### src/rtl/fcr_pkg.sv
package fcr_pkg;
  localparam logic [7:0]  KEY_WR   = 8'hA5;
  localparam logic [7:0]  KEY_RD   = 8'h96;
  localparam logic [15:0] JMP_SELF = 16'h3FFF;

  // operation word bit positions (decoded by the flash-side logic)
  localparam int B_ERASE  = 1;
  localparam int B_MERASE = 2;
  localparam int B_WREN   = 6;
  localparam int B_SEGWR  = 7;

  // status word bit positions
  localparam int S_BUSY  = 0;
  localparam int S_KEYV  = 1;
  localparam int S_ACCV  = 2;
  localparam int S_EXIT  = 5;

  // timing word reset: source 1, divider field 2
  localparam logic [7:0] TIM_RST = 8'h42;

  typedef enum logic [2:0] {
    OP_IDLE  = 3'd0,
    OP_WRITE = 3'd1,
    OP_SEG   = 3'd2,
    OP_MAIN  = 3'd3,
    OP_ALL   = 3'd4
  } op_e;
endpackage

### src/rtl/fcr_ctl_check.sv
module fcr_ctl_check
  import fcr_pkg::*;
(
  input  logic [3:0] bits_i,   // {segwr, wren, merase, erase}
  output logic       legal_o,
  output op_e        op_o
);
  always_comb begin
    legal_o = 1'b1;
    op_o    = OP_IDLE;
    unique case (bits_i)
      4'b0000: op_o = OP_IDLE;
      4'b0100: op_o = OP_WRITE;
      4'b1100: op_o = OP_WRITE;
      4'b0001: op_o = OP_SEG;
      4'b0010: op_o = OP_MAIN;
      4'b0011: op_o = OP_ALL;
      default: legal_o = 1'b0;
    endcase
  end
endmodule

### src/rtl/fcr_clkdiv.sv
module fcr_clkdiv #(
  parameter int DIV_W = 6
) (
  input  logic             clk,
  input  logic             rst_n,
  input  logic             clr_i,
  input  logic [1:0]       sel_i,
  input  logic [DIV_W-1:0] ratio_m1_i,
  input  logic [2:0]       src_en_i,   // {smclk, mclk, aclk}
  output logic             tick_o
);
  logic [DIV_W-1:0] cnt_q;
  logic             src;

  always_comb begin
    unique case (sel_i)
      2'd0:    src = src_en_i[0];
      2'd1:    src = src_en_i[1];
      default: src = src_en_i[2];
    endcase
  end

  assign tick_o = src && (cnt_q == ratio_m1_i);

  always_ff @(posedge clk or negedge rst_n) begin
    if (!rst_n)       cnt_q <= '0;
    else if (clr_i)   cnt_q <= '0;
    else if (src)     cnt_q <= (cnt_q >= ratio_m1_i) ? '0 : cnt_q + 1'b1;
  end
endmodule

### src/rtl/fcr_seq.sv
module fcr_seq
  import fcr_pkg::*;
#(
  parameter int WR_TICKS   = 4,
  parameter int SEG_TICKS  = 8,
  parameter int MASS_TICKS = 12
) (
  input  logic clk,
  input  logic rst_n,
  input  logic abort_i,
  input  logic start_i,
  input  op_e  start_op_i,
  input  logic tick_i,
  output logic busy_o,
  output op_e  op_o,
  output logic done_o
);
  localparam int MAX_A  = (WR_TICKS > SEG_TICKS) ? WR_TICKS : SEG_TICKS;
  localparam int MAX_T  = (MAX_A > MASS_TICKS) ? MAX_A : MASS_TICKS;
  localparam int CNT_W  = $clog2(MAX_T + 1);

  logic [CNT_W-1:0] cnt_q;
  logic [CNT_W-1:0] load_val;
  logic             busy_q;
  op_e              op_q;

  always_comb begin
    unique case (start_op_i)
      OP_WRITE: load_val = CNT_W'(WR_TICKS);
      OP_SEG:   load_val = CNT_W'(SEG_TICKS);
      default:  load_val = CNT_W'(MASS_TICKS);
    endcase
  end

  assign done_o = busy_q && tick_i && (cnt_q == CNT_W'(1)) && !abort_i;

  always_ff @(posedge clk or negedge rst_n) begin
    if (!rst_n) begin
      busy_q <= 1'b0;
      op_q   <= OP_IDLE;
      cnt_q  <= '0;
    end else if (abort_i) begin
      busy_q <= 1'b0;
      op_q   <= OP_IDLE;
      cnt_q  <= '0;
    end else if (start_i && !busy_q) begin
      busy_q <= 1'b1;
      op_q   <= start_op_i;
      cnt_q  <= load_val;
    end else if (busy_q && tick_i) begin
      if (cnt_q == CNT_W'(1)) begin
        busy_q <= 1'b0;
        op_q   <= OP_IDLE;
        cnt_q  <= '0;
      end else begin
        cnt_q <= cnt_q - 1'b1;
      end
    end
  end

  assign busy_o = busy_q;
  assign op_o   = op_q;
endmodule

### src/rtl/flash_ctl_regs.sv
module flash_ctl_regs
  import fcr_pkg::*;
#(
  parameter int ADDR_W     = 9,
  parameter int DIV_W      = 6,
  parameter int WR_TICKS   = 4,
  parameter int SEG_TICKS  = 8,
  parameter int MASS_TICKS = 12
) (
  input  logic              clk,
  input  logic              rst_n,
  input  logic              bus_sel,
  input  logic              bus_we,
  input  logic [ADDR_W-1:0] bus_addr,
  input  logic [15:0]       bus_wdata,
  output logic [15:0]       bus_rdata,
  input  logic              aclk_en,
  input  logic              mclk_en,
  input  logic              smclk_en,
  input  logic              fa_valid,
  input  logic              fa_we,
  output logic              fa_ready,
  input  logic [15:0]       fa_rdata_in,
  output logic [15:0]       fa_rdata_out,
  output logic              busy,
  output logic              ftg_tick,
  output logic [2:0]        op_code,
  output logic              rst_req
);
  localparam logic [ADDR_W-1:0] A_OPW = ADDR_W'(12'h128);
  localparam logic [ADDR_W-1:0] A_TIM = ADDR_W'(12'h12A);
  localparam logic [ADDR_W-1:0] A_STS = ADDR_W'(12'h12C);
  localparam int TIM_W = DIV_W + 2;

  logic [3:0]       opw_q;     // {segwr, wren, merase, erase}
  logic [TIM_W-1:0] tim_q;     // {sel[1:0], ratio_m1}
  logic             keyv_q, accv_q, rst_req_q;

  // bus decode
  logic wr_opw, wr_tim, wr_sts, key_ok, key_bad;
  logic ok_opw, ok_tim, ok_sts, emex_hit;
  assign wr_opw  = bus_sel && bus_we && (bus_addr == A_OPW);
  assign wr_tim  = bus_sel && bus_we && (bus_addr == A_TIM);
  assign wr_sts  = bus_sel && bus_we && (bus_addr == A_STS);
  assign key_ok  = (bus_wdata[15:8] == KEY_WR);
  assign key_bad = (wr_opw || wr_tim || wr_sts) && !key_ok;
  assign ok_opw  = wr_opw && key_ok;
  assign ok_tim  = wr_tim && key_ok;
  assign ok_sts  = wr_sts && key_ok;
  assign emex_hit = ok_sts && bus_wdata[S_EXIT];

  // legality of the new and of the stored operation bits
  logic [3:0] new_bits;
  logic       new_legal, cur_legal;
  op_e        new_op, cur_op;
  assign new_bits = {bus_wdata[B_SEGWR], bus_wdata[B_WREN],
                     bus_wdata[B_MERASE], bus_wdata[B_ERASE]};

  fcr_ctl_check u_chk_new (.bits_i(new_bits), .legal_o(new_legal), .op_o(new_op));
  fcr_ctl_check u_chk_cur (.bits_i(opw_q),    .legal_o(cur_legal), .op_o(cur_op));

  // timing tick
  fcr_clkdiv #(.DIV_W(DIV_W)) u_div (
    .clk       (clk),
    .rst_n     (rst_n),
    .clr_i     (emex_hit),
    .sel_i     (tim_q[TIM_W-1 -: 2]),
    .ratio_m1_i(tim_q[DIV_W-1:0]),
    .src_en_i  ({smclk_en, mclk_en, aclk_en}),
    .tick_o    (ftg_tick)
  );

  // operation sequencing
  logic fa_wr_take, start, seq_done;
  op_e  seq_op;
  assign fa_ready   = !(busy && fa_we);
  assign fa_wr_take = fa_valid && fa_we && fa_ready;
  assign start      = fa_wr_take && cur_legal && (cur_op != OP_IDLE) && !emex_hit;

  fcr_seq #(
    .WR_TICKS  (WR_TICKS),
    .SEG_TICKS (SEG_TICKS),
    .MASS_TICKS(MASS_TICKS)
  ) u_seq (
    .clk       (clk),
    .rst_n     (rst_n),
    .abort_i   (emex_hit),
    .start_i   (start),
    .start_op_i(cur_op),
    .tick_i    (ftg_tick),
    .busy_o    (busy),
    .op_o      (seq_op),
    .done_o    (seq_done)
  );
  assign op_code = seq_op;

  // violations
  logic v_busy, v_combo, v_noop, v_any;
  assign v_busy  = (ok_opw || ok_tim) && busy;
  assign v_combo = ok_opw && !busy && !new_legal;
  assign v_noop  = fa_wr_take && (cur_op == OP_IDLE);
  assign v_any   = v_busy || v_combo || v_noop;

  always_ff @(posedge clk or negedge rst_n) begin
    if (!rst_n) begin
      opw_q <= '0;
    end else if (emex_hit) begin
      opw_q[1:0] <= 2'b00;
    end else if (ok_opw && !busy && new_legal) begin
      opw_q <= new_bits;
    end else if (seq_done) begin
      opw_q[1:0] <= 2'b00;
    end
  end

  always_ff @(posedge clk or negedge rst_n) begin
    if (!rst_n)                tim_q <= TIM_W'(TIM_RST);
    else if (ok_tim && !busy)  tim_q <= bus_wdata[TIM_W-1:0];
  end

  always_ff @(posedge clk or negedge rst_n) begin
    if (!rst_n) begin
      accv_q    <= 1'b0;
      keyv_q    <= 1'b0;
      rst_req_q <= 1'b0;
    end else begin
      rst_req_q <= key_bad;
      if (v_any)        accv_q <= 1'b1;
      else if (ok_sts)  accv_q <= bus_wdata[S_ACCV];
      if (key_bad)      keyv_q <= 1'b1;
      else if (ok_sts)  keyv_q <= bus_wdata[S_KEYV];
    end
  end
  assign rst_req = rst_req_q;

  // read path
  logic [7:0] opw_byte, sts_byte, tim_byte;
  always_comb begin
    opw_byte = '0;
    opw_byte[B_SEGWR]  = opw_q[3];
    opw_byte[B_WREN]   = opw_q[2];
    opw_byte[B_MERASE] = opw_q[1];
    opw_byte[B_ERASE]  = opw_q[0];
    sts_byte = '0;
    sts_byte[S_BUSY] = busy;
    sts_byte[S_KEYV] = keyv_q;
    sts_byte[S_ACCV] = accv_q;
    tim_byte = 8'(tim_q);
  end

  always_comb begin
    bus_rdata = '0;
    if (bus_sel && !bus_we) begin
      if (bus_addr == A_OPW)      bus_rdata = {KEY_RD, opw_byte};
      else if (bus_addr == A_TIM) bus_rdata = {KEY_RD, tim_byte};
      else if (bus_addr == A_STS) bus_rdata = {KEY_RD, sts_byte};
    end
  end

  assign fa_rdata_out = busy ? JMP_SELF : fa_rdata_in;
endmodule

### config.mk
export PLATFORM = sky130hd
export DESIGN_NAME = flash_ctl_regs
export DESIGN_NICKNAME = d
export VERILOG_FILES = /design/src/rtl/fcr_pkg.sv /design/src/rtl/fcr_ctl_check.sv /design/src/rtl/fcr_clkdiv.sv /design/src/rtl/fcr_seq.sv /design/src/rtl/flash_ctl_regs.sv
export SDC_FILE = /design/constraint.sdc
export NUM_CORES = 1
export LEC_CHECK = 0
export ABC_CLOCK_PERIOD_IN_PS = 2130
export BUFFER_PORTS_ARGS = -buffer_cell sky130_fd_sc_hd__buf_4
export CAP_MARGIN = 10
export CORE_ASPECT_RATIO = 0.75
export CORE_MARGIN = 5
export CORE_UTILIZATION = 43
export DETAILED_ROUTE_END_ITERATION = 8
export PLACE_DENSITY = 0.76
export SLEW_MARGIN = 20
export SYNTH_ARGS = -nofsm -noshare
export SYNTH_HDL_FRONTEND = slang
export SYNTH_SLANG_ARGS = --single-unit
### constraint.sdc
create_clock -name clk -period 2.13 [get_ports clk]
set_input_delay 0.213 -clock clk [delete_from_list [all_inputs] [get_ports clk]]
set_output_delay 0.213 -clock clk [all_outputs]
set_load 0.005 [all_outputs]
# ---- Word level (Yosys, flattened, before mapping)
# Index checks and enable logic that the tools add are counted.
dict set report word_totals {
  output_inout_bits 39
  ff_bits 29
  elab_cells 119
  inputBits 50
}
dict set report op_classes {
  magnitude_cmp 1
  n_reduce_logical 54
  addsub 2
  bitwise 1
  mux 32
  eq_ne 19
}
# cell count
set ops {}
lappend ops {{$mux 16} 5}
lappend ops {{$eq 9x9->1 const B} 3}
lappend ops {{$logic_and 1x1->1} 27}
lappend ops {{$mux 6} 3}
lappend ops {{$eq 4x2->1 const B} 4}
lappend ops {{$mux 4} 4}
lappend ops {{$eq 4x1->1 const B} 3}
lappend ops {{$mux 3} 4}
lappend ops {{$pmux 3 s4} 1}
lappend ops {{$reduce_bool 3->1} 4}
lappend ops {{$reduce_or 6->1} 2}
lappend ops {{$mux 1} 10}
lappend ops {{$eq 4x3->1 const B} 2}
lappend ops {{$eq 4x4->1 const B} 2}
lappend ops {{$eq 8x8->1 const B} 1}
lappend ops {{$logic_not 4->1} 2}
lappend ops {{$pmux 4 s2} 1}
lappend ops {{$add 6x1->6 const B} 1}
lappend ops {{$eq 6x6->1} 1}
lappend ops {{$ge 6x6->1} 1}
lappend ops {{$logic_not 1->1} 6}
lappend ops {{$mux 2} 3}
lappend ops {{$reduce_bool 2->1} 3}
lappend ops {{$logic_or 1x1->1} 5}
lappend ops {{10 further kinds} 11}

# ---- Depth between registers and ports, before layout
# Gate-level depths: netlist (run 1).
dict set report depth {
  ltp_word 9
  mapped_depth 8
  mapped_depth_nobuf 7
}

# ---- Modules after synthesis
# From an unflattened synthesis (run 1), not the netlist that was laid out.
dict set report unflattened {
  hier_cells 235
  area_unflattened_um2 2245.9
}
# module cells_each instances seq_area_each_um2 area_each_um2
set by_module_without_submodules {}
lappend by_module_without_submodules {flash_ctl_regs 114 1 377.9 1128.6}
lappend by_module_without_submodules {fcr_clkdiv 58 1 150.1 555.5}
lappend by_module_without_submodules {fcr_seq 47 1 200.2 461.7}
lappend by_module_without_submodules {fcr_ctl_check 8 2 0.0 50.0}

# ---- Worst setup path before layout (run 1)
# No wires, ideal clock.
dict set report synth_timing {
  path_kind {flip-flop to flip-flop}
  start {reg u_div.cnt_q[3]}
  end {reg opw_q[0]}
  setup_time_ns 0.125
  synth_period_minus_slack_ns 2.257
  arrival_ns 2.132
  setup_slack_ns -0.127
  path_buffers 1
  stages_incl_launch_ff 8
  cell_sequence {dfrtp_1 > ha_1 > and4_2 > o2111ai_4 > or4b_1 > buf_2 > and3_1 > mux2_2}
}
dict set report synth_between {
  elab_chain_cells 6
}
# element line_no
set synth_rtl {}
lappend synth_rtl {{start: declaration} fcr_clkdiv.sv:12} ;# logic [DIV_W-1:0] cnt_q;
lappend synth_rtl {{start signal: assignment} fcr_clkdiv.sv:28} ;# else if (src) cnt_q <= (cnt_q >= ratio_m1_i) ? '0 : cnt_q + 1'b1;
lappend synth_rtl {{$eq 6x6->1} fcr_clkdiv.sv:23} ;# assign tick_o = src && (cnt_q == ratio_m1_i);
lappend synth_rtl {{$logic_and 1x1->1} fcr_clkdiv.sv:23}
lappend synth_rtl {{$logic_and 1x1->1 (3 in a row)} fcr_seq.sv:35} ;# assign done_o = busy_q && tick_i && (cnt_q == CNT_W'(1)) && !abort_i;
lappend synth_rtl {{$reduce_bool 3->1 (no source line)} --}
lappend synth_rtl {{end signal: assignment} flash_ctl_regs.sv:110} ;# opw_q <= new_bits;
lappend synth_rtl {{end: declaration} flash_ctl_regs.sv:35} ;# logic [3:0] opw_q;
# Every way passes these cells.
# A chain may end at the register's enable or synchronous reset.

# ---- Worst setup path after layout (run 1)
dict set report layout_timing {
  start {reg tim_q[1] (netlist: tim_byte[1])}
  end {reg opw_q[0]}
}
dict set report layout_between {
  elab_chain_cells 6
}
# element line_no
set layout_rtl {}
lappend layout_rtl {{start: declaration} flash_ctl_regs.sv:36} ;# logic [TIM_W-1:0] tim_q;
lappend layout_rtl {{start signal: assignment} flash_ctl_regs.sv:117} ;# if (!rst_n) tim_q <= TIM_W'(TIM_RST);
lappend layout_rtl {{start signal: assignment} flash_ctl_regs.sv:118} ;# else if (ok_tim && !busy) tim_q <= bus_wdata[TIM_W-1:0];
lappend layout_rtl {{$eq 6x6->1} fcr_clkdiv.sv:23}
lappend layout_rtl {{$logic_and 1x1->1} fcr_clkdiv.sv:23}
lappend layout_rtl {{$logic_and 1x1->1 (3 in a row)} fcr_seq.sv:35}
lappend layout_rtl {{$reduce_bool 3->1 (no source line)} --}
# Every way passes these cells.

==> summary.txt, run 1 <==
Detailed routing
  – DRT Wirelength: 6.15 mm
  – Routed WL per cell: between 15 and 20 um
  – Via density: ~5.2
  – Detail Route Antenna Nets: 0
  – DRC: 0
  – Initial DRC count: approximately 170
  – Via count: ~2100
  – Iteration count of the initial detailed-routing pass: 4

Global route
  – Total grt overflow: 0
  – Tot GR Track Use: approximately 20%
  – Pin count of the biggest net entering global routing: 30
  – Vias in the first global route: ~2000
  – Antenna violations before repair: 0
  – First-pass GRT wire length: around 10 mm

Timing
  – Tmin final: ~2.2 ns
  – Max-slew violations: 0
  – Fin worst setup slack: -0.0369 ns
  – RSZ-0062 raised after global routing: true
  – Final worst path period share: 102%
  – Clock Skews: roughly 0.008 ns
  – Final setup viols: 2
  – Maximum clock rate: 461 MHz
  – Hold Fails Final Rpt: 0

CTS
  – Clock Latency Late Sink: between 0.2 and 0.3 ns
  – CTS sink cnt: 29
  – CTS tree: built
  – CTS Root Cell: clkbuf_8
  – Clock Pin Slew Worst Setup and Hold Paths: roughly 0.060 ns
  – Clock tree buffer depth: 2
  – TritonCTS Buffers: 5
  – H-tree depth: 2

Worst setup path
  – Delay-heaviest family, CP: simple AND/OR/NAND/NOR gates
  – Worst Path Max Fanout: 3
  – CP max-delay cell: dfstp_2
  – Startpoint type of the worst setup path: register
  – WP data arrival: between 2 and 2.5 ns
  – CP cell instances: inv_2 > ha_4 > and2_4 > o2111ai_4 > or4b_4 > and3_4 > mux2_4
  – CP endpoint kind: register
  – CP Data Required Time: 2.30 ns
  – Worst Path Buf+Inv: 1
  – Crit path largest cell delay: 0.54 ns
  – WS Path Type: reg -> reg

Placement
  – Placed cells: between 300 and 400
  – DP Area: 2840 um2
  – PortBufs: 84
  – RePlAce Congestion: about 0.83
  – Post-detail-place hpwl: approximately 4.8 mm

Logic synthesis
  – Yosys warnings: 0
  – Dominant synthesized flop cell: dfrtp_1
  – Post-Synthesis Cell Area: 2090 um2
  – Post-synthesis sequential area ratio: a little over a third
  – Post-synth EDFFs: 0
  – Unique cell type count in the Yosys netlist: 46
  – Syn avg cell area: 8.88 um2
  – Mapped Cells: around 240
  – Yosys reg bits: 29
  – Ys async rst share: between 90% and 100%

Power and ir drop
  – Switch share: between 30% and 40%
  – NetSw: 0.602 mW
  – Sequential power share: 35.4%
  – Clock power frac: ~26%
  – PnR Total Power: roughly 1.9 mW
  – Leak: 1.49 nW
  – Peak supply drop: 0.501 mV
  – P_int: 1.29 mW
  – Comb pwr share: 39.0%
  – Cell Pwr Density: roughly 620 nW/um2

Layout
  – # nets final: 395
  – Ant diodes: 0
  – Commonest non-fill, non-tap cell in the layout: buf_4
  – Area grow syn2layout: 45.8%
  – Final Cell Area: roughly 3100 um2
  – Final Core Density: 63.4%
  – Most frequent cells in the layout: 104 x buf_4, 27 x dfrtp_1, 16 x or2_2
  – Layout cells sized above 1: 46.9%
  – Fillers: between 400 and 500
  – Final non-filler cell total: a little under 400

Floorplanning
  – I/O pin cnt: 89
  – Initial Util: a little over two fifths
  – Row count: 22
  – Die footprint: around 6400 um2
  – Die width: just over 90 um
  – Core ar.: roughly 4800 um2
  – Die H: 70.4 um

Outcome
  – Outcome: finished with violations
  – Failing checks: negative setup slack

Flow run
  – Max-capacitance violation count: 0

Worst hold path
  – Tightest Hold Check Type: in -> reg
[metal layers]
layer  routed length, um  vias up  GRT usage [%]  part of all wire (%)
met4                  63        0           5.45                   1.0
li1                    -     1033              -                     -
met3                 509        6           6.35                   8.3
met2                2760       86           28.6                    45
met1                2830      951           27.7                    46
met5                   0        -              0                     0
[kinds of logic (layout without fill, tap and decap cells)]
kind of cell | after synthesis | after routing | share of synthesized area, %
buffers and inverters | 28 | 126 | 6.33
muxes | 17 | 17 | 9.02
adders and majority gates | 9 | 9 | 5.38
DFF | 29 | 29 | 34.8
xor gates and xnor gates | 2 | 2 | 0.836
AOI/OAI and AO/OA | 41 | 41 | 12.9
other | 1 | 4 | 0.179
and+or+nand+nor | 109 | 109 | 30.6
[metrics by stage]
stage / setup slack [ns] / setup TNS [ns] / hold slack (ns)
3_3_place_gp: -0.00568 / -0.00917 / 0.165
3_5_place_dp: -0.0964 / -0.210 / 0.165
5_1_grt: -0.0735 / -0.223 / 0.150
6_report: -0.0369 / -0.0728 / 0.152
2_1_floorplan: -0.104 / -0.209 / -0.0826
4_1_cts: -0.0180 / -0.0359 / 0.152
[synthesized netlist by cell type (8+ instances only)]
library cell / instances / area, um2
a21oi_1: 12 / 60.1
dfrtp_1: 27 / 676
ha_1: 9 / 113
inv_1: 13 / 48.8
mux2_2: 11 / 124
nand2_1: 12 / 45.0
nand3_1: 12 / 60.1
nor2_1: 14 / 52.6
nor2b_1: 8 / 50.1
nor3_1: 10 / 50.1
o21ai_0: 12 / 60.1
or2_2: 16 / 100
[final timing paths]
kind	from	to	slack, ns	cells past startpoint
min reg2reg	keyv_q$_DFFE_PN0P_	keyv_q$_DFFE_PN0P_	0.52	2
max reg2reg	tim_byte[1]$_DFFE_PN1P_	opw_q[0]$_DFFE_PN0P_	-0.04	7
min in group asynchronous	rst_n	tim_byte[3]$_DFFE_PN0P_	0.38	2
max in group asynchronous	rst_n	tim_byte[6]$_DFFE_PN1P_	1.42	2
max	tim_byte[1]$_DFFE_PN1P_	opw_q[0]$_DFFE_PN0P_	-0.04	7
min	bus_wdata[4]	tim_byte[4]$_DFFE_PN0P_	0.15	2
[area by class of cell]
| class | count | area, um2 | area share, % |
|---|---|---|---|
| Multi-Input combinational cell | 182 | 1320 | 43.3 |
| Timing Repair Buffer | 105 | 791 | 25.9 |
| Sequential cell | 29 | 728 | 23.8 |
| Clock buffer | 8 | 90.1 | 2.95 |
| Tap cell | 60 | 75.1 | 2.46 |
| Inverter | 13 | 48.8 | 1.60 |
[registers in the layout (all words and copies together), names as in the netlist]
| name | cells |
|---|---|
| keyv_q | 1 |
| tim_byte | 8 |
| u_div.cnt_q | 6 |
| u_seq.busy_o | 1 |
| rst_req | 1 |
| opw_q | 4 |
| u_seq.cnt_q | 4 |
| u_seq.op_o | 3 |
| accv_q | 1 |
[power by group through the flow]
| stage | sequential (mW) | clock [mW] | combinational (mW) |
|---|---|---|---|
| floorplan | 0.675 | 0 | 0.352 |
| global placement | 0.658 | 0 | 0.644 |
| detailed placement | 0.662 | 0 | 0.667 |
| CTS | 0.662 | 0.488 | 0.711 |
| global route | 0.675 | 0.520 | 0.831 |
| finish | 0.668 | 0.483 | 0.736 |
[repair_timing]
item,in CTS,in global routing
pin swaps,2,1
setup endpoints to repair,4,7
setup buffers,4,1
endpoints found under the hold margin,27,0
hold buffers,1,0
resized for setup,8,4
No activity file was read; power rests on OpenSTA's default activity.
==> run 2: changes to the inputs <==
--- a/config.mk
+++ b/config.mk
@@ -8,11 +8,13 @@
 export ABC_CLOCK_PERIOD_IN_PS = 2130
 export BUFFER_PORTS_ARGS = -buffer_cell sky130_fd_sc_hd__buf_4
 export CAP_MARGIN = 10
+export CELL_PAD_IN_SITES_DETAIL_PLACEMENT = 1
+export CELL_PAD_IN_SITES_GLOBAL_PLACEMENT = 1
 export CORE_ASPECT_RATIO = 0.75
 export CORE_MARGIN = 5
-export CORE_UTILIZATION = 43
+export CORE_UTILIZATION = 31
 export DETAILED_ROUTE_END_ITERATION = 8
-export PLACE_DENSITY = 0.76
+export PLACE_DENSITY_LB_ADDON = 0.1
 export SLEW_MARGIN = 20
 export SYNTH_ARGS = -nofsm -noshare
 export SYNTH_HDL_FRONTEND = slang
==> summary.txt, run 2 (synthesis gave the netlist of run 1 again) <==
Outcome
  – Outcome: finished with violations
  – Failing checks: negative setup slack

Timing
  – Fin worst setup slack: -0.0254 ns (+0.0115 ns)
  – Hold Fails Final Rpt: 0 (unchanged)
  – Tmin final: 2.16 ns (-0.0115 ns)
  – Final setup viols: 2 (unchanged)
  – Final worst path period share: 101% (-0.54 points)
  – Fin Hold WS: 0.160 ns (+0.00793 ns)
  – Max-slew violations: 0 (unchanged)
  – RSZ-0062 raised after global routing: true
  – Clock Skews: 0.00903 ns (+0.00101 ns)
  – Maximum clock rate: 464 MHz (+0.53%)
  – Setup TNS: -0.0476 ns (+0.0251 ns)

Worst setup path
  – Worst Path Buf+Inv: 1 (unchanged)
  – CP endpoint kind: register
  – Delay-heaviest family, CP: simple AND/OR/NAND/NOR gates
  – Worst R2R Start: tim_byte[1]$_DFFE_PN1P_
  – CP max-delay cell: dfstp_2
  – WS Path Type: reg -> reg
  – Critical path launch point: tim_byte[1]$_DFFE_PN1P_
  – Startpoint type of the worst setup path: register
  – WP data arrival: 2.33 ns (about the same)
  – CP Data Required Time: 2.30 ns (about the same)
  – CP cell instances: inv_2 > ha_4 > and2_4 > o2111ai_4 > or4b_4 > and3_4 > mux2_2
  – Crit path largest cell delay: 0.54 ns (about the same)
  – Worst Path Max Fanout: 3 (unchanged)

Global route
  – Vias in the first global route: 2127 (+6.9%)
  – First-pass GRT wire length: 11.1 mm (+11%)
  – Antenna violations before repair: 0 (unchanged)
  – Pin count of the biggest net entering global routing: 30 (unchanged)
  – Tot GR Track Use: 16.4% (-3.2 points)
  – Total grt overflow: 0 (unchanged)

CTS
  – CTS Root Cell: clkbuf_8
  – CTS tree: built
  – CTS sink cnt: 29 (unchanged)
  – Clock Pin Slew Worst Setup and Hold Paths: 0.07 ns (about the same)
  – H-tree depth: 2 (unchanged)
  – Clock tree buffer depth: 2 (unchanged)
  – TritonCTS Buffers: 5 (unchanged)
  – Clock Latency Late Sink: 0.29 ns (about the same)

Layout
  – Commonest non-fill, non-tap cell in the layout: buf_4
  – Layout cells sized above 1: 47.1% (+0.26 points)
  – Final Cell Area: 3060 um2 (+0.25%)
  – Max reg flops: 8 (unchanged)
  – Area grow syn2layout: 46.2%
  – Most frequent cells in the layout: 99 x buf_4, 27 x dfrtp_1, 16 x or2_2
  – Final non-filler cell total: 417 (+5.0%)
  – Ant diodes: 0 (unchanged)
  – # nets final: 391 (-1.0%)
  – Fillers: 824 (+100%)

Floorplanning
  – Core ar.: 6700 um2 (+39%)
  – I/O pin cnt: 89 (unchanged)
  – Die H: 81.2 um (+15%)
  – Die width: 105 um (+16%)
  – Row count: 26 (+18%)
  – Die footprint: 8520 um2 (+33%)
  – Initial Util: 31.3% (-12 points)

Detailed routing
  – DRT Wirelength: 6.85 mm (+11%)
  – DRC: 0 (unchanged)
  – Detail Route Antenna Nets: 0 (unchanged)
  – Initial DRC count: 67 (-60%)
  – Routed WL per cell: 16.4 um (+6.0%)
  – Via count: 2036 (-1.9%)
  – Iteration count of the initial detailed-routing pass: 4 (unchanged)
  – Via density: 4.88 (-6.6%)

Placement
  – Post-detail-place hpwl: 5.39 mm (+13%)
  – PortBufs: 84 (unchanged)
  – DP Area: 2870 um2 (+0.79%)
  – Setup WS pre-CTS: -0.0603 ns (+0.0361 ns)
  – Placed cells: 406 (+6.0%)
  – RePlAce Congestion: 0.765 (-8.3%)

Worst hold path
  – Tightest Hold Check Type: in -> reg
  – Hold Crit Start: bus_wdata[0]

Flow run
  – Max-capacitance violation count: 0 (unchanged)

Power and ir drop
  – Peak supply drop: 0.222 mV (-56%)
  – Leak: 1.47 nW (-1.3%)
  – Cell Pwr Density: 626 nW/um2 (+1.2%)
[run 2: cell type report]
cell class / instances / area [um2] / area share [%]
clock buffers: 7 / 96.3 / 3.15
clock inverters: 1 / 5.00 / 0.163
inverters: 13 / 48.8 / 1.59
multi-input cells: 182 / 1310 / 42.9
flip-flops and latches: 29 / 728 / 23.8
well taps: 84 / 105 / 3.43
repair buffers: 101 / 764 / 25.0
[run 2: final timing paths]
path,endpoint,slack (ns),cells past startpoint
hold reg to reg,keyv_q$_DFFE_PN0P_,0.53,2
setup / recovery,opw_q[1]$_DFFE_PN0P_,-0.03,7
setup reg to reg,opw_q[1]$_DFFE_PN0P_,-0.03,7
max in group asynchronous,tim_byte[6]$_DFFE_PN1P_,1.43,2
hold / removal,tim_byte[0]$_DFFE_PN0P_,0.16,2
min in group asynchronous,opw_q[3]$_DFFE_PN0P_,0.38,2
[run 2: report_power, final]
| part | switching (mW) | internal [mW] |
|---|---|---|
| logic | 0.335 | 0.399 |
| registers | 0.0501 | 0.611 |
| clock network | 0.228 | 0.292 |
| total | 0.613 | 1.30 |
[run 2: metal layers]
layer	track usage, %	vias to the layer above	wire length, um
met5	0	-	0
li1	-	1021	-
met3	3.81	4	428
met4	3.83	0	46
met1	23.0	960	3290
met2	25.6	51	3080
[run 2: timing repair]
action | CTS | global route
hold buffers | 1 | 0
setup buffers | 2 | 1
gates resized for setup | 7 | 6
pin swaps | 6 | 5
setup endpoints to repair | 3 | 12
endpoints found under the hold margin | 27 | 0
[run 2: through the flow]
stage	utilization, %	power [mW]
global placement	42.8	1.34
finish	45.7	1.92
floorplan	-	1.03
CTS	45.3	1.92
detailed placement	42.8	1.36
global route	45.7	2.07
==> run 3: changes to the inputs <==
--- a/config.mk
+++ b/config.mk
@@ -10,11 +10,11 @@
 export CAP_MARGIN = 10
 export CELL_PAD_IN_SITES_DETAIL_PLACEMENT = 1
 export CELL_PAD_IN_SITES_GLOBAL_PLACEMENT = 1
-export CORE_ASPECT_RATIO = 0.75
 export CORE_MARGIN = 5
 export CORE_UTILIZATION = 31
 export DETAILED_ROUTE_END_ITERATION = 8
 export PLACE_DENSITY_LB_ADDON = 0.1
+export RECOVER_POWER = 25
 export SLEW_MARGIN = 20
 export SYNTH_ARGS = -nofsm -noshare
 export SYNTH_HDL_FRONTEND = slang
==> summary.txt, run 3 (synthesis gave the netlist of run 1 again) <==
Outcome
  – Outcome: finished with violations
  – Failing checks: negative setup slack

Global route
  – Total grt overflow: 0 (unchanged)
  – Tot GR Track Use: 15.8% (-0.59 points)
  – Antenna violations before repair: 0 (unchanged)
  – Pin count of the biggest net entering global routing: 30 (unchanged)
  – First-pass GRT wire length: 10.8 mm (-3.0%)
  – Vias in the first global route: 2138 (+0.52%)

Timing
  – Hold Fails Final Rpt: 0 (unchanged)
  – Max_slew headroom: 49.4%
  – RSZ-0062 raised after global routing: true
  – Tmin final: 2.14 ns (-0.0170 ns)
  – Clock Skews: 0.00487 ns (-0.00416 ns)
  – Tightest Pin Transition: 0.758 ns
  – Maximum clock rate: 468 MHz (+0.80%)
  – Final worst path period share: 100% (-0.80 points)
  – Fin worst setup slack: -0.00842 ns (+0.0170 ns)
  – Fin Hold WS: 0.167 ns (+0.00777 ns)
  – Final setup viols: 2 (unchanged)
  – Max-slew violations: 0 (unchanged)

Power and ir drop
  – Sequential power share: 36.1% (+1.6 points)
  – Cell Pwr Density: 590 nW/um2 (-5.7%)
  – Peak supply drop: 0.367 mV (+65%)
  – Leak: 1.48 nW (+0.61%)
  – Switch share: 30.7% (-1.3 points)
  – P_int: 1.24 mW (-4.4%)
  – NetSw: 0.553 mW (-9.9%)
  – Clock power frac: 25.4% (-1.7 points)
  – Comb pwr share: 38.5% (+0.2 points)

Worst setup path
  – WP data arrival: 2.30 ns (-0.03 ns)
  – Worst Path Max Fanout: 3 (unchanged)
  – WS Path Type: reg -> reg
  – CP cell instances: inv_2 > ha_4 > and2_4 > o2111ai_4 > or4b_4 > and3_4 > mux2_4
  – CP max-delay cell: dfstp_2
  – CP endpoint kind: register
  – Startpoint type of the worst setup path: register
  – Crit path largest cell delay: 0.54 ns (about the same)
  – CP Data Required Time: 2.29 ns (about the same)

Layout
  – Most frequent cells in the layout: 102 x buf_4, 27 x dfrtp_1, 16 x or2_2
  – # nets final: 394 (+0.77%)
  – Max reg flops: 8 (unchanged)
  – Register area: 728 um2 (unchanged)
  – Fillers: 804 (-2.4%)
  – Ant diodes: 0 (unchanged)
  – Area grow syn2layout: 45.4%
  – Layout cells sized above 1: 46.0% (-1.2 points)
  – Final non-filler cell total: 415 (-0.48%)
  – Multi-input logic area: 1300 um2 (-0.95%)
  – Commonest non-fill, non-tap cell in the layout: buf_4

Flow run
  – Max-capacitance violation count: 0 (unchanged)

Floorplanning
  – Die footprint: 8500 um2 (-0.21%)
  – Die width: 92.2 um (-12%)
  – I/O pin cnt: 89 (unchanged)
  – Row count: 30 (+15%)
  – Initial Util: 31.3% (+0.094 points)
  – Die H: 92.2 um (+14%)
  – Core ar.: 6680 um2 (-0.30%)

Placement
  – Post-detail-place hpwl: 5.34 mm (-0.96%)
  – RePlAce Congestion: 0.830 (+8.5%)
  – PortBufs: 84 (unchanged)
  – Placed cells: 405 (-0.25%)

CTS
  – TritonCTS Buffers: 5 (unchanged)
  – Clock Pin Slew Worst Setup and Hold Paths: 0.06 ns (about the same)
  – CTS tree: built
  – Clock tree buffer depth: 2 (unchanged)
  – CTS Root Cell: clkbuf_8
  – Clock Latency Late Sink: 0.28 ns (about the same)
  – CTS sink cnt: 29 (unchanged)
  – H-tree depth: 2 (unchanged)

Detailed routing
  – Iteration count of the initial detailed-routing pass: 4 (unchanged)
  – Initial DRC count: 35 (-48%)
  – Via density: 5.00 (+2.5%)
  – Routed WL per cell: 15.7 um (-4.3%)
  – DRC: 0 (unchanged)
  – DRT Wirelength: 6.52 mm (-4.8%)
  – Detail Route Antenna Nets: 0 (unchanged)
  – Via count: 2077 (+2.0%)

Worst hold path
  – Tightest Hold Check Type: in -> reg
==> run 3: cell count changes in the layout (fill, tap and decap cells not counted), moves of 2 or more <==
cell / delta
buf_4: +3
inv_1: +2
inv_2: -2
ha_4: -2
ha_1: +2
==> run 3: path summary, 6_finish.rpt <==
| kind | from | to | slack [ns] | depth (start not counted) |
|---|---|---|---|---|
| min in group asynchronous | rst_n | tim_byte[0]$_DFFE_PN0P_ | 0.54 | 2 |
| setup reg to reg | tim_byte[1]$_DFFE_PN1P_ | opw_q[0]$_DFFE_PN0P_ | -0.008 | 7 |
| hold reg to reg | tim_byte[2]$_DFFE_PN0P_ | tim_byte[2]$_DFFE_PN0P_ | 0.51 | 1 |
| setup / recovery | tim_byte[1]$_DFFE_PN1P_ | opw_q[0]$_DFFE_PN0P_ | -0.008 | 7 |
| max in group asynchronous | rst_n | u_div.cnt_q[4]$_DFFE_PN0P_ | 1.11 | 2 |
| hold / removal | bus_wdata[4] | tim_byte[4]$_DFFE_PN0P_ | 0.17 | 2 |
==> run 3: metal layers <==
| metal | track usage (%) | wire length, um | vias up |
|---|---|---|---|
| met5 | 0 | 0 | - |
| met4 | 3.34 | 64 | 0 |
| met3 | 4.02 | 365 | 7 |
| met2 | 26.6 | 3170 | 53 |
| met1 | 20.4 | 2920 | 992 |
| li1 | - | - | 1025 |
==> run 3: critical path: cells and delay by family (launching register included) <==
family	cells	cell delay [ns]
AO/OA/AOI/OAI	1	0.09
AND/OR/NAND/NOR	3	0.84
flip-flops	1	0.54
adder cells (fa/ha/maj)	1	0.26
buffers and inverters	1	0.05
multiplexers	1	0.25
==> run 3: what timing repair did <==
| item | CTS | global route |
|---|---|---|
| setup endpoints to repair | 3 | 4 |
| endpoints found under the hold margin | 27 | 0 |
| hold buffers | 1 | 0 |
| pin swaps | 1 | 1 |
| buffers inserted | 1 | 1 |
| gates resized for setup | 7 | 2 |
==> run 3: area by class of cell <==
type,count,share of cell area (%)
Tap cell,80,3.29
Inverter,13,1.60
Multi-Input combinational cell,182,42.7
Timing Repair Buffer,104,25.6
Sequential cell,29,23.9
Clock buffer,7,2.83
==> run 3: power by group through the flow <==
stage | Sequential, mW | Combinational (mW) | Clock (mW)
after floorplan | 0.675 | 0.352 | 0
after global placement | 0.653 | 0.671 | 0
after detailed placement | 0.655 | 0.691 | 0
after CTS | 0.651 | 0.701 | 0.479
after global routing | 0.658 | 0.771 | 0.507
final | 0.649 | 0.692 | 0.457
==> run 3: metrics by stage <==
step	setup slack (ns)	total power, mW	TNS [ns]	area (um2)	utilization (%)
floorplan	-0.104	1.03	-0.209	2110	-
global placement	-0.0229	1.32	-0.0428	2880	43.2
detailed placement	-0.0747	1.35	-0.160	2880	43.2
CTS	-0.0139	1.83	-0.0246	3020	45.2
global route	-0.0702	1.94	-0.167	3050	45.6
finish	-0.00842	1.80	-0.0152	3050	45.6
